==> src/rtl/bcd_alarm_cmp.sv <==
module bcd_alarm_cmp #(
  parameter int AW = 5
) (
  input  logic          clk,
  input  logic          rst_n,
  input  logic          sec_tick,
  input  logic [7:0]    cur_sec,
  input  logic [7:0]    cur_min,
  input  logic [7:0]    cur_hour,
  input  logic [7:0]    cur_mday,
  input  logic [AW-1:0] bus_addr,
  input  logic          bus_wr,
  input  logic          bus_rd,
  input  logic [7:0]    bus_wdata,
  output logic [7:0]    bus_rdata,
  output logic          irq
);
  localparam int NFLD = 4;
  localparam logic [AW-1:0] OFS_ALM  = AW'(8);
  localparam logic [AW-1:0] OFS_STAT = AW'(14);
  localparam logic [AW-1:0] OFS_CTRL = AW'(15);
  localparam int IE_BIT = 3;

  logic [NFLD-1:0][7:0] alm;
  logic [NFLD-1:0][7:0] now;
  logic [NFLD-1:0]      fld_hit;
  logic                 hit;
  logic                 flag;
  logic                 ie;
  logic                 rd_stat;

  assign now     = {cur_mday, cur_hour, cur_min, cur_sec};
  assign hit     = &fld_hit;
  assign rd_stat = bus_rd && (bus_addr == OFS_STAT);

  wire unused_hi = &{cur_sec[7], cur_min[7], cur_hour[7:6], cur_mday[7:6]};

  for (genvar i = 0; i < NFLD; i++) begin : g_fld
    localparam logic [6:0] VMASK = (i < 2) ? 7'h7F : 7'h3F;
    logic [7:0] q;
    always_ff @(posedge clk) begin
      if (!rst_n) q <= '0;
      else if (bus_wr && bus_addr == OFS_ALM + AW'(i))
        q <= {bus_wdata[7], bus_wdata[6:0] & VMASK};
    end
    assign alm[i]     = q;
    assign fld_hit[i] = q[7] | ((now[i][6:0] & VMASK) == q[6:0]);
  end

  always_ff @(posedge clk) begin
    if (!rst_n)                flag <= 1'b0;
    else if (sec_tick && hit)  flag <= 1'b1;
    else if (rd_stat)          flag <= 1'b0;
  end

  always_ff @(posedge clk) begin
    if (!rst_n) ie <= 1'b0;
    else if (bus_wr && bus_addr == OFS_CTRL) ie <= bus_wdata[IE_BIT];
  end

  always_comb begin
    bus_rdata = 8'h00;
    case (bus_addr)
      OFS_ALM:           bus_rdata = alm[0];
      OFS_ALM + AW'(1):  bus_rdata = alm[1];
      OFS_ALM + AW'(2):  bus_rdata = alm[2];
      OFS_ALM + AW'(3):  bus_rdata = alm[3];
      OFS_STAT:          bus_rdata = {7'b0, flag};
      OFS_CTRL:          bus_rdata = 8'(ie) << IE_BIT;
      default:           bus_rdata = 8'h00;
    endcase
  end

  assign irq = flag & ie;

  assert_match_sets_R3: assert property (@(posedge clk) disable iff (!rst_n)
    (sec_tick && hit) |=> (bus_rdata[0] || bus_addr != OFS_STAT) && flag);

  assert_all_wild_R4: assert property (@(posedge clk) disable iff (!rst_n)
    (sec_tick && alm[0][7] && alm[1][7] && alm[2][7] && alm[3][7]) |=> flag);

  assert_no_tick_hold_R5: assert property (@(posedge clk) disable iff (!rst_n)
    (!sec_tick && !rd_stat) |=> $stable(flag));

  assert_read_clears_R6: assert property (@(posedge clk) disable iff (!rst_n)
    (rd_stat && !(sec_tick && hit)) |=> !irq);

  assert_set_wins_R8: assert property (@(posedge clk) disable iff (!rst_n)
    (rd_stat && sec_tick && hit) |=> irq == ie);
endmodule

==> config.mk <==
export PLATFORM = sky130hd
export DESIGN_NAME = bcd_alarm_cmp
export DESIGN_NICKNAME = d
export VERILOG_FILES = /design/src/rtl/bcd_alarm_cmp.sv
export SDC_FILE = /design/constraint.sdc
export NUM_CORES = 1
export LEC_CHECK = 0
export ABC_CLOCK_PERIOD_IN_PS = 3200
export CORE_UTILIZATION = 51
export CTS_BUF_LIST = sky130_fd_sc_hd__clkbuf_4 sky130_fd_sc_hd__clkbuf_8
export DETAILED_ROUTE_END_ITERATION = 12
export PLACE_DENSITY = 0.87
export SLEW_MARGIN = 20
export SYNTH_ARGS = -nofsm -noshare
export SYNTH_HDL_FRONTEND = slang
export SYNTH_SLANG_ARGS = --single-unit
==> constraint.sdc <==
create_clock -name clk -period 3.2 [get_ports clk]
set_input_delay 0.64 -clock clk [delete_from_list [all_inputs] [get_ports clk]]
set_output_delay 0.64 -clock clk [all_outputs]
set_load 0.02 [all_outputs]
==> results.ini <==
[clocking]
clk_pin_slew_worst_paths_ps = 90
ctsHoldBuffers = 0
cts_tree = done
root_buffer = clkbuf_4
cts_num_sinks = 32
clock_latency_ps = 340
clockBufferDepth = 2
h-tree-depth = 2
cts_buffers = 5

[logic_synthesis]
ys_types = 31
avgSynthCellArea_um2 = 10.1
yosysSeqAreaShare_pct = 35.3
yosysTopAreaCell = dfxtp_1
synth_top_area_share_pct = 35.3
synth_area_leaders = dfxtp_1 (35%), mux2i_1 (14%), mux4_2 (8.7%)
ys_ff_latch = 32
syn_nets = 229
yosys_warnings = 0
syn_area_mm2 = 0.00182
syn_inst = 179

[place]
place_congestion = 0.889
place_inst = 277
io_buffers = 52
dp_slack_ps = -41.2
hpwlAfterDp_um = 3410

[floorplan]
die_area_mm2 = 0.00380
ios = 59
die_h_um = 61.7
chipWidth_um = 61.7
core_area_mm2 = 0.00336
start_util_pct = 54.0
row_count = 21

[critical_path]
cp_common_cell = clkdlybuf4s50_1
cp_num_cells = 5
required_ps = 2560
crit_buf_inv = 3
critical_path_class = input pin to output pin
cp_slowest_cell = clkdlybuf4s50_1
r2r_end = flag$_SDFFE_PN0P_
r2r_cells = 5
worstPathCellList = clkdlybuf4s50_1 -> buf_12 -> mux4_2 -> and2_1 -> clkdlybuf4s50_1
cpLargestDelayFamily = buffers and inverters
reg2reg_slack_ps = 1510
critPathArrivalTime_ps = 2510
slowest_delay_ps = 530
r2r_start = g_fld[0].q[6]$_SDFFE_PN0P_
end_kind = output pin
cp-start-kind = input pin
startpoint = bus_addr[0]
endpoint = bus_rdata[4]
crit_fanout = 12

[layout]
layout_common_cells = clkdlybuf4s50_1 (50), dfxtp_1 (32), nor2b_1 (25), mux2i_1 (25), xor2_1 (16)
final_nets = 288
drive_gt1_share_pct = 10.5
syn2layout_area_growth_pct = 37.1
num-fill-cells = 272
antennaDiodeCount = 0
layout_commonest_cell = clkdlybuf4s50_1
stdcell_count = 285

[detailed_routing]
drt_wl_total_um = 4520
ant_nets = 0
wl_per_cell_um = 15.9
drt_iter0_drc = 51
vias = 1559
first_pass_iters = 4
post-route-drc-count = 0
vias_per_cell = 5.47

[run_status]
status = finished clean

[timing]
clock_skew_ps = 3.74
setup_violations = 0
slew_violations = 0
tightest_slew_ps = 846
rsz0062_at_grt = no
final.min_clock_period_ps = 3150
post-route-period-util_pct = 98.4
maxSlewHeadroom_pct = 43.5
final_hold_viol_count = 0
tns_ps = 0
setup_ws_ps = 50.6
max_freq_mhz = 318

[power]
p_sw_uw = 189
internal_power_uw = 605
switching_share_pct = 23.8
ir_worst_vdd_uv = 219
seqPwrFrac_pct = 50.9
p_leak_nw = 0.990
power_frac_comb_pct = 15.9
pwr-share-clk_pct = 33.3
p_per_area_mw_per_mm2 = 319

[flow_run]
max_cap_viol_count = 0

[global_routing]
grt_use_total_pct = 27.1
grt_max_degree = 33
antenna_found_initial = 0
first_global_vias = 1559
grt_overflow = 0
grt_pass1_wl_um = 7220

[hold_path]
hp-class = flop to flop

cell usage after synthesis, drive strengths merged:
library cell,instances
dfxtp,32
nand3b,1
clkbuf,3
xnor2,10
nand2b,2
nor2b,25
buf,3
o41ai,1
mux2i,25
nand3,3
nor3,2
a31oi,2
xor2,16
nand2,11
a21oi,1
mux4,7
and4,1
a22o,1
o21ai,7
and2,7
a22oi,1
nor2,4
nor4,4
a41oi,1
a21boi,7
nand4bb,1
or2,1
sequential cells by signal, indices dropped and copies added, names as in the netlist:
| register | cells |
|---|---|
| ie | 1 |
| flag | 1 |
| g_fld.q | 30 |
power by group through the flow:
stage                     Clock (mW)  Sequential [mW]  Combinational (mW)
after floorplan                    0            0.412              0.0466
after global placement             0            0.413               0.123
after detailed placement           0            0.413               0.125
after CTS                      0.264            0.404               0.126
after global routing           0.284            0.404               0.134
final                          0.264            0.404               0.126
repair_timing:
item	4_1_cts	5_1_grt
resized for setup	1	1
endpoints found under the setup margin	1	1
endpoints found under the hold margin	0	0
buffers inserted	0	0
through the flow:
stage	area (um2)	total power, mW	hold WS, ps	util, %
4_1_cts	2490	0.793	498	74.0
3_3_place_gp	2420	0.536	482	72.0
6_report	2490	0.793	499	74.0
2_1_floorplan	1820	0.458	452	-
5_1_grt	2490	0.822	525	74.0
3_5_place_dp	2420	0.538	483	72.0
kinds of logic (layout without fill, tap and decap cells):
| family | after synthesis | in the layout | share of synthesized area (%) |
|---|---|---|---|
| and+or+nand+nor | 62 | 62 | 20.5 |
| muxes | 32 | 32 | 22.5 |
| AOI/OAI and AO/OA | 21 | 21 | 7.65 |
| xor gates and xnor gates | 26 | 26 | 12.5 |
| buffers and inverters | 6 | 66 | 1.59 |
| DFF | 32 | 32 | 35.3 |
worst reg2reg max path, stage by stage, from the launching register on:
cell and delay [ps]:
dfxtp_1 350, xor2_1 160, nor4_1 440, a41oi_1 190
o41ai_1 350, and2_1 160
cell type report:
class	instances	area [um2]	area share [%]
multi-input combinational	141	1150	46.0
sequential	32	641	25.7
timing repair buffer	58	579	23.3
clock buffer	8	66.3	2.66
tap	46	57.6	2.31
per-layer routing:
layer	wire (um)	track usage, %	vias to the layer above
li1	-	-	747
met1	1840	33.2	721
met3	370	7.98	12
met4	111	11.4	0
met5	0	0	-
met2	2190	44.4	79
worst min path at each step:
| stage | startpoint | endpoint | slack [ps] | cells past startpoint |
|---|---|---|---|---|
| after floorplan | ie$_SDFFE_PN0P_ | ie$_SDFFE_PN0P_ | 450 | 2 |
| after global placement | ie$_SDFFE_PN0P_ | ie$_SDFFE_PN0P_ | 480 | 2 |
| after detailed placement | ie$_SDFFE_PN0P_ | ie$_SDFFE_PN0P_ | 480 | 2 |
| after CTS | ie$_SDFFE_PN0P_ | ie$_SDFFE_PN0P_ | 500 | 2 |
| after global routing | ie$_SDFFE_PN0P_ | ie$_SDFFE_PN0P_ | 520 | 2 |
| final | ie$_SDFFE_PN0P_ | ie$_SDFFE_PN0P_ | 500 | 2 |
No activity file was read; power rests on OpenSTA's default activity.
